[src/rtl/mac_pkg.sv]
package mac_pkg;
  parameter int HALF_W  = 32;
  parameter int SHORT_W = 16;
  localparam int ACC_W  = 2 * HALF_W;

  typedef struct packed {
    logic captureOps;
    logic commitAcc;
    logic loadHi;
    logic loadLo;
    logic clearAcc;
  } macStrobes_t;
endpackage

[src/rtl/mac_ctrl.sv]
module mac_ctrl
  import mac_pkg::*;
(
  input  logic        clk,
  input  logic        rstN,
  input  logic        startIn,
  input  logic        clearIn,
  input  logic        wrHiEn,
  input  logic        wrLoEn,
  output macStrobes_t strobes,
  output logic        accBusy,
  output logic        donePulse
);
  logic pending;
  logic acceptStart;

  assign acceptStart = startIn && !pending;

  always_ff @(posedge clk or negedge rstN) begin
    if (!rstN) begin
      pending   <= 1'b0;
      donePulse <= 1'b0;
    end else begin
      pending   <= acceptStart;
      donePulse <= pending;
    end
  end

  always_comb begin
    strobes.captureOps = acceptStart;
    strobes.commitAcc  = pending;
    strobes.loadHi     = wrHiEn && !pending && !acceptStart;
    strobes.loadLo     = wrLoEn && !pending && !acceptStart;
    strobes.clearAcc   = clearIn;
  end

  assign accBusy = pending;
endmodule

[src/rtl/mac_saturate.sv]
module mac_saturate #(
  parameter int HALF_W  = 32,
  parameter int SHORT_W = 16,
  localparam int ACC_W  = 2 * HALF_W
) (
  input  logic [ACC_W-1:0] sumIn,
  input  logic             wordForm,
  input  logic             satOn,
  output logic [ACC_W-1:0] resultOut
);
  localparam logic [HALF_W-1:0] NEG_FILL  = {{(HALF_W-SHORT_W){1'b1}}, {SHORT_W{1'b0}}};
  localparam logic [HALF_W-1:0] POS_KEEP  = {{(HALF_W-SHORT_W+1){1'b0}}, {(SHORT_W-1){1'b1}}};
  localparam logic [HALF_W-1:0] MARKER    = HALF_W'(1);
  localparam logic [HALF_W-1:0] LO_MAX    = {1'b0, {(HALF_W-1){1'b1}}};
  localparam logic [HALF_W-1:0] LO_MIN    = {1'b1, {(HALF_W-1){1'b0}}};

  logic [HALF_W-1:0] sumHi;
  logic [HALF_W-1:0] sumLo;
  logic              sumNeg;
  logic              inRange;

  assign sumHi   = sumIn[ACC_W-1:HALF_W];
  assign sumLo   = sumIn[HALF_W-1:0];
  assign sumNeg  = sumIn[ACC_W-1];
  assign inRange = (&sumIn[ACC_W-1:HALF_W-1]) || !(|sumIn[ACC_W-1:HALF_W-1]);

  always_comb begin
    resultOut = sumIn;
    if (satOn) begin
      if (!wordForm) begin
        if (sumNeg) resultOut = {sumHi | NEG_FILL, sumLo};
        else        resultOut = {sumHi & POS_KEEP, sumLo};
      end else if (!inRange) begin
        if (sumNeg) resultOut = {MARKER, LO_MIN};
        else        resultOut = {MARKER, LO_MAX};
      end
    end
  end
endmodule

[src/rtl/mac_datapath.sv]
module mac_datapath
  import mac_pkg::*;
(
  input  logic              clk,
  input  logic              rstN,
  input  macStrobes_t       strobes,
  input  logic [HALF_W-1:0] opA,
  input  logic [HALF_W-1:0] opB,
  input  logic              opWord,
  input  logic              satMode,
  input  logic [HALF_W-1:0] wrHiData,
  input  logic [HALF_W-1:0] wrLoData,
  output logic [HALF_W-1:0] accHi,
  output logic [HALF_W-1:0] accLo
);
  logic [HALF_W-1:0] opAReg;
  logic [HALF_W-1:0] opBReg;
  logic              wordReg;
  logic              satReg;
  logic [ACC_W-1:0]  extA;
  logic [ACC_W-1:0]  extB;
  logic [ACC_W-1:0]  product;
  logic [ACC_W-1:0]  sum;
  logic [ACC_W-1:0]  satResult;

  always_ff @(posedge clk or negedge rstN) begin
    if (!rstN) begin
      opAReg  <= '0;
      opBReg  <= '0;
      wordReg <= 1'b0;
      satReg  <= 1'b0;
    end else if (strobes.captureOps) begin
      opAReg  <= opA;
      opBReg  <= opB;
      wordReg <= opWord;
      satReg  <= satMode;
    end
  end

  always_comb begin
    if (wordReg) begin
      extA = {{(ACC_W-SHORT_W){opAReg[SHORT_W-1]}}, opAReg[SHORT_W-1:0]};
      extB = {{(ACC_W-SHORT_W){opBReg[SHORT_W-1]}}, opBReg[SHORT_W-1:0]};
    end else begin
      extA = {{HALF_W{opAReg[HALF_W-1]}}, opAReg};
      extB = {{HALF_W{opBReg[HALF_W-1]}}, opBReg};
    end
  end

  assign product = extA * extB;
  assign sum     = {accHi, accLo} + product;

  mac_saturate #(.HALF_W(HALF_W), .SHORT_W(SHORT_W)) u_sat (
    .sumIn    (sum),
    .wordForm (wordReg),
    .satOn    (satReg),
    .resultOut(satResult)
  );

  always_ff @(posedge clk or negedge rstN) begin
    if (!rstN) begin
      accHi <= '0;
      accLo <= '0;
    end else if (strobes.clearAcc) begin
      accHi <= '0;
      accLo <= '0;
    end else if (strobes.commitAcc) begin
      accHi <= satResult[ACC_W-1:HALF_W];
      accLo <= satResult[HALF_W-1:0];
    end else begin
      if (strobes.loadHi) accHi <= wrHiData;
      if (strobes.loadLo) accLo <= wrLoData;
    end
  end
endmodule

[src/rtl/mac_sat_unit.sv]
module mac_sat_unit
  import mac_pkg::*;
(
  input  logic              clk,
  input  logic              rstN,
  input  logic              startIn,
  input  logic [HALF_W-1:0] opA,
  input  logic [HALF_W-1:0] opB,
  input  logic              opWord,
  input  logic              satMode,
  input  logic              clearIn,
  input  logic              wrHiEn,
  input  logic [HALF_W-1:0] wrHiData,
  input  logic              wrLoEn,
  input  logic [HALF_W-1:0] wrLoData,
  output logic [HALF_W-1:0] accHi,
  output logic [HALF_W-1:0] accLo,
  output logic              donePulse
);
  macStrobes_t strobes;
  logic        accBusy;

  mac_ctrl u_ctrl (
    .clk      (clk),
    .rstN     (rstN),
    .startIn  (startIn),
    .clearIn  (clearIn),
    .wrHiEn   (wrHiEn),
    .wrLoEn   (wrLoEn),
    .strobes  (strobes),
    .accBusy  (accBusy),
    .donePulse(donePulse)
  );

  mac_datapath u_dp (
    .clk     (clk),
    .rstN    (rstN),
    .strobes (strobes),
    .opA     (opA),
    .opB     (opB),
    .opWord  (opWord),
    .satMode (satMode),
    .wrHiData(wrHiData),
    .wrLoData(wrLoData),
    .accHi   (accHi),
    .accLo   (accLo)
  );
endmodule

[config.mk]
export PLATFORM = sky130hd
export DESIGN_NAME = mac_sat_unit
export DESIGN_NICKNAME = d
export VERILOG_FILES = /design/src/rtl/mac_pkg.sv /design/src/rtl/mac_ctrl.sv /design/src/rtl/mac_saturate.sv /design/src/rtl/mac_datapath.sv /design/src/rtl/mac_sat_unit.sv
export SDC_FILE = /design/constraint.sdc
export NUM_CORES = 2
export LEC_CHECK = 0
export ABC_AREA = 0
export CORE_MARGIN = 2
export CORE_UTILIZATION = 45
export CTS_CLUSTER_DIAMETER = 50
export DETAILED_ROUTE_END_ITERATION = 10
export DONT_BUFFER_PORTS = 1
export PLACE_DENSITY_LB_ADDON = 0.12
export REMOVE_ABC_BUFFERS = 1
export SLEW_MARGIN = 20
export SYNTH_ARGS = -nofsm -noshare
export SYNTH_HDL_FRONTEND = slang
export SYNTH_SLANG_ARGS = --single-unit
export TNS_END_PERCENT = 50
[constraint.sdc]
create_clock -name clk -period 14.7 [get_ports clk]
set_input_delay 2.205 -clock clk [delete_from_list [all_inputs] [get_ports clk]]
set_output_delay 2.205 -clock clk [all_outputs]
set_load 0.01 [all_outputs]
# == Word level (Yosys, flattened, before mapping) ==
# Cells that the tools add are included.
# totals
word_cells,36
reg_bits,132
out_inout_bits,65
input_bits,136
# classes
n_mul,1
reduce_logical,13
n_addsub,1
mux,13
# op_table
cell,n
$mux W64,6
$mux W32,7
$add A64 B64 Y64,1
$mul A64 B64 Y64,1
$reduce_and A33 Y1,1
$reduce_or A33 Y1,1
$reduce_bool A3 Y1,2
$logic_and A1 B1 Y1,5
$logic_not A1 Y1,3
$logic_or A1 B1 Y1,1

# == Depth between registers and ports, before layout ==
# depth
word_depth,11
depth_mapped,42
ltp_nobuf,38

# == Cells and area by module ==
# A second synthesis with hierarchy kept.
# hier_totals
hier_cells,5735
hier_area_um2,53787.8
# by_module_without_submodules
mod,seq_area_each_um2,cells_per_inst,instances,area_each_um2
mac_datapath,3253.1,5576,1,52863.2
mac_saturate,0.0,151,1,828.3
mac_ctrl,50.0,8,1,96.3

# == Worst setup path before layout ==
# No wires, ideal clock.
# synth_timing
path_kind,reg-to-reg
startpoint,register u_dp.wordReg
endpoint,register u_dp.accHi[14]
arrival_ns,10.767
t_required_ns,14.614
n_path_buf,6
path_slack_ns,3.847
stages_incl_launch_ff,42
period_less_slack_ns,10.853
setup_ns,0.086
cell_sequence,dfrtp_1 and2_1 clkbuf_1 clkbuf_1 a21o_1 clkbuf_1 nand2_1 inv_1 fa_1 inv_1 fa_1 inv_1 fa_1 inv_1 fa_1 inv_1 fa_1 inv_1 (+6 left out) fa_1 inv_1 ha_1 buf_2 nand4_2 nor4_4 nand2_1 or4_1 o32ai_2 o2111ai_1 a21oi_1 nand2b_1 or4b_1 o31ai_4 o21ai_2 buf_6 buf_6 o221ai_2
# synth_between
elab_chain_cells,11
word_cells_on_any_way,14
cone_classes,add/sub: 1; mul: 1; mux: 8; reduce/logical: 4
# synth_lines
element,line,text
"start, declared",mac_datapath.sv:18,logic wordReg;
"start signal, assigned",mac_datapath.sv:35,wordReg <= opWord;
$mux W64,mac_datapath.sv:41,if (wordReg) begin
$mul A64 B64 Y64,mac_datapath.sv:50,assign product = extA * extB;
$add A64 B64 Y64,mac_datapath.sv:51,"assign sum = {accHi, accLo} + product;"
$reduce_or A33 Y1,mac_saturate.sv:25,assign inRange = (&sumIn[ACC_W-1:HALF_W-1]) || !(|sumIn[ACC_W-1:HALF_W-1]);
$logic_not A1 Y1,mac_saturate.sv:25,
$logic_or A1 B1 Y1,mac_saturate.sv:25,
$mux W64,mac_saturate.sv:33,end else if (!inRange) begin
$mux W64,mac_saturate.sv:30,if (!wordForm) begin
$mux W64 *,mac_saturate.sv:29,if (satOn) begin
$mux W32 *,mac_datapath.sv:67,end else if (strobes.commitAcc) begin
$mux W32 *,mac_datapath.sv:64,end else if (strobes.clearAcc) begin
"end signal, assigned",mac_datapath.sv:68,accHi <= satResult[ACC_W-1:HALF_W];
"end signal, assigned",mac_datapath.sv:71,if (strobes.loadHi) accHi <= wrHiData;
"end, declared",mac_datapath.sv:13,"output logic [HALF_W-1:0] accHi,"
# Every way passes the cells marked *; elsewhere a longest branch is shown, timed or not.
# A chain may end at the register's enable or synchronous reset.

# == Worst setup path in the final report ==
# layout_timing
startpoint,register u_dp.wordReg
endpoint,register u_dp.accHi[23]
# Same word-level chain as after synthesis.

==> out/metrics.yaml <==
sta:
  final-setup-viol-count: 0
  worstMarginPinSlew_ns: 1.31
  slew_headroom_pct: 12.0
  finalClockSkew_ns: 0.0328
  rsz0062_at_grt: "false"
  fin_crit_sh_pct: 91.2
  fin_crit_ns: 13.41
  finalSetupTns_ns: 0
  timing_max_transition_violations_final: 0
  fmaxAchievable_mhz: 74.6
  finalHoldViolations: 0
clocking:
  cts_buffers: 17
  post_cts_buffers: 0
  cts_max_path_buffers: 2
  holdBufCountCts: 0
  clock_tree_from_tritoncts: "done"
  clock-sinks: 132
  clkSlewWorstSetupHoldPaths_ns: 0.09
  clkLatencyLatePin_ns: 0.58
  cts_root_buffer: "clkbuf_16"
  htree_num_levels: 4
  cts-resized-gates: 0
worst_hold_path:
  min-delay-path-class: "reg -> reg"
floorplan:
  die_x_um: 351
  io_pins: 201
  die_area_sq_mm: 0.123
  rows: 127
  fp.coreArea_sq_mm: 0.120
  chip_height_um: 351
  initial_core_util_pct: 45.3
routing:
  first_iter_violations: 2940
  num_vias: 39125
  drt_pre_antenna_iters: 5
  detail_route.drc_violations: 0
  vias_per_cell: 5.49
  postRouteWirelength_um: 194000
  detail_route.wl_per_cell_um: 27.2
  route.antenna.remaining_nets: 0
global_route:
  antenna_found_initial: 12
  grt_util_met3_pct: 6.67
  grt_overflow_total: 0
  grt_max_degree: 133
  grt_pass1_vias: 42203
  layer_with_the_highest_usage: "met2"
  grt_use_met1_pct: 46.5
  global_route.usage.met2_pct: 50.9
  grt.total_usage_pct: 33.0
  grt_pass1_wl_um: 289000
synth:
  synthesis.area_sq_mm: 0.0543
  yosys-top-cells-count: "fa_1 (1421), inv_1 (1382), nand2_1 (535)"
  post-synth-top-count-cell: "fa_1"
  postSynthCellCount: 5654
  dominantRegCellSynth: "dfrtp_1"
  count_of_synthesis_stage_warnings_from_yosys: 0
  synth_cell_type_count: 93
  netlist_top_cells_area: "fa_1 (52%), inv_1 (9.6%), ha_1 (7.2%)"
  synth_largest_area_cell: "fa_1"
  synth_async_sr_flop_share_pct: 100
  synth-edff-count: 0
  yosys_register_bits: 132
  synth_top_area_share_pct: 52.4
  synth.avg_cell_area_sq_um: 9.60
  seq_area_frac_synth_pct: 6.09
layout:
  n_fill_cell: 11733
  finish.utilization_pct: 47.3
  flow.area_growth_from_synthesis_pct: 4.36
  nNetsFinal: 7366
  final_layout_size_suffix_gt1_share_pct: 5.07
critical_path:
  critical_path_arrival_ns: 13.88
  required_ns: 15.17
  critical_path.n_buffers_inverters: 9
  cp_top_family: "adder cells"
  worstSetupStartpointType: "flip-flop"
  endpoint_kind: "flip-flop"
  worstSetupPathType: "reg -> reg"
  critical-path-top-cell-by-count: "fa_1"
  critical_path.slowest_cell: "a21o_1"
  critPathMaxStageDelay_ns: 0.92
  worst-path-max-fanout: 34
place:
  numPortBuffers: 0
  globalplace.congestion: 0.985
  place.detailed.hpwl_um: 163000
status:
  outcome: "finished clean"
run:
  max_cap_viol_count: 0
[layout by cell type, fill, tap and decap left out, types with 32 or more instances in the layout]
| cell type | instances |
|---|---|
| nand2_1 | 534 |
| o21ai_0 | 68 |
| o211ai_1 | 35 |
| ha_1 | 314 |
| fa_1 | 1421 |
| a21o_1 | 51 |
| nand3_1 | 32 |
| xor2_1 | 32 |
| nor2_1 | 274 |
| and2_1 | 394 |
| nor2b_1 | 51 |
| xnor2_1 | 76 |
| mux2_2 | 67 |
| buf_4 | 103 |
| a21oi_1 | 150 |
| inv_1 | 1382 |
| dfrtp_1 | 131 |
[worst paths after layout]
check,startpoint,to,slack [ns],cells past startpoint
max reg2reg,u_dp.wordReg,u_dp.accHi[23],1.29,34
min in group asynchronous,rstN,u_dp.opBReg[29],1.32,0
min,u_dp.opAReg[1],u_dp.opAReg[1],0.52,1
min reg2reg,u_dp.opAReg[1],u_dp.opAReg[1],0.52,1
max,u_dp.wordReg,u_dp.accHi[23],1.29,34
max in group asynchronous,rstN,u_dp.opAReg[28],12.78,0
[cell type report]
class | count | area (sq um) | share of cell area, %
Timing Repair Buffer | 103 | 773 | 1.37
Clock inverter | 15 | 139 | 0.245
Clock buffer | 17 | 425 | 0.751
Tap cell | 1612 | 2020 | 3.56
Sequential cell | 132 | 3300 | 5.84
Multi-Input combinational cell | 3858 | 44800 | 79.1
Inverter | 1383 | 5190 | 9.17
Antenna cell | 5 | 12.5 | 0.0221
[registers in the layout, summed over array words and instances, names as in the netlist]
| name | cells |
|---|---|
| u_dp.accHi | 32 |
| u_dp.accLo | 32 |
| u_dp.opAReg | 32 |
| u_dp.opBReg | 32 |
| u_ctrl.accBusy | 1 |
| u_ctrl.donePulse | 1 |
| u_dp.satReg | 1 |
| u_dp.wordReg | 1 |
[through the flow]
stage	cells	cell area [sq um]	setup slack (ns)	hold slack, ns
finish	7125	56600	1.29	0.518
global route	7120	56600	0.878	0.548
CTS	7120	56600	1.54	0.522
detailed placement	7088	56000	1.58	0.503
global placement	7088	56000	1.41	0.494
floorplan	5373	53100	2.90	0.481
[metal layers]
layer	part of all wire (%)	wire (um)	up-vias
li1	-	-	16429
met4	3.5	6820	12
met1	43	82800	20921
met3	8.2	15900	276
met5	0.035	67	-
met2	46	88200	1487
[logic make-up after synthesis]
group | share of synthesized area [%]
mux | 1.46
fa+ha+maj | 59.7
compound gates | 6.40
xor+xnor | 1.76
flops | 6.09
buf+inv | 11.6
simple gates | 12.9
Power is not shown: default switching activity piles up to over one toggle a cycle in this logic, so the estimate is an artifact.
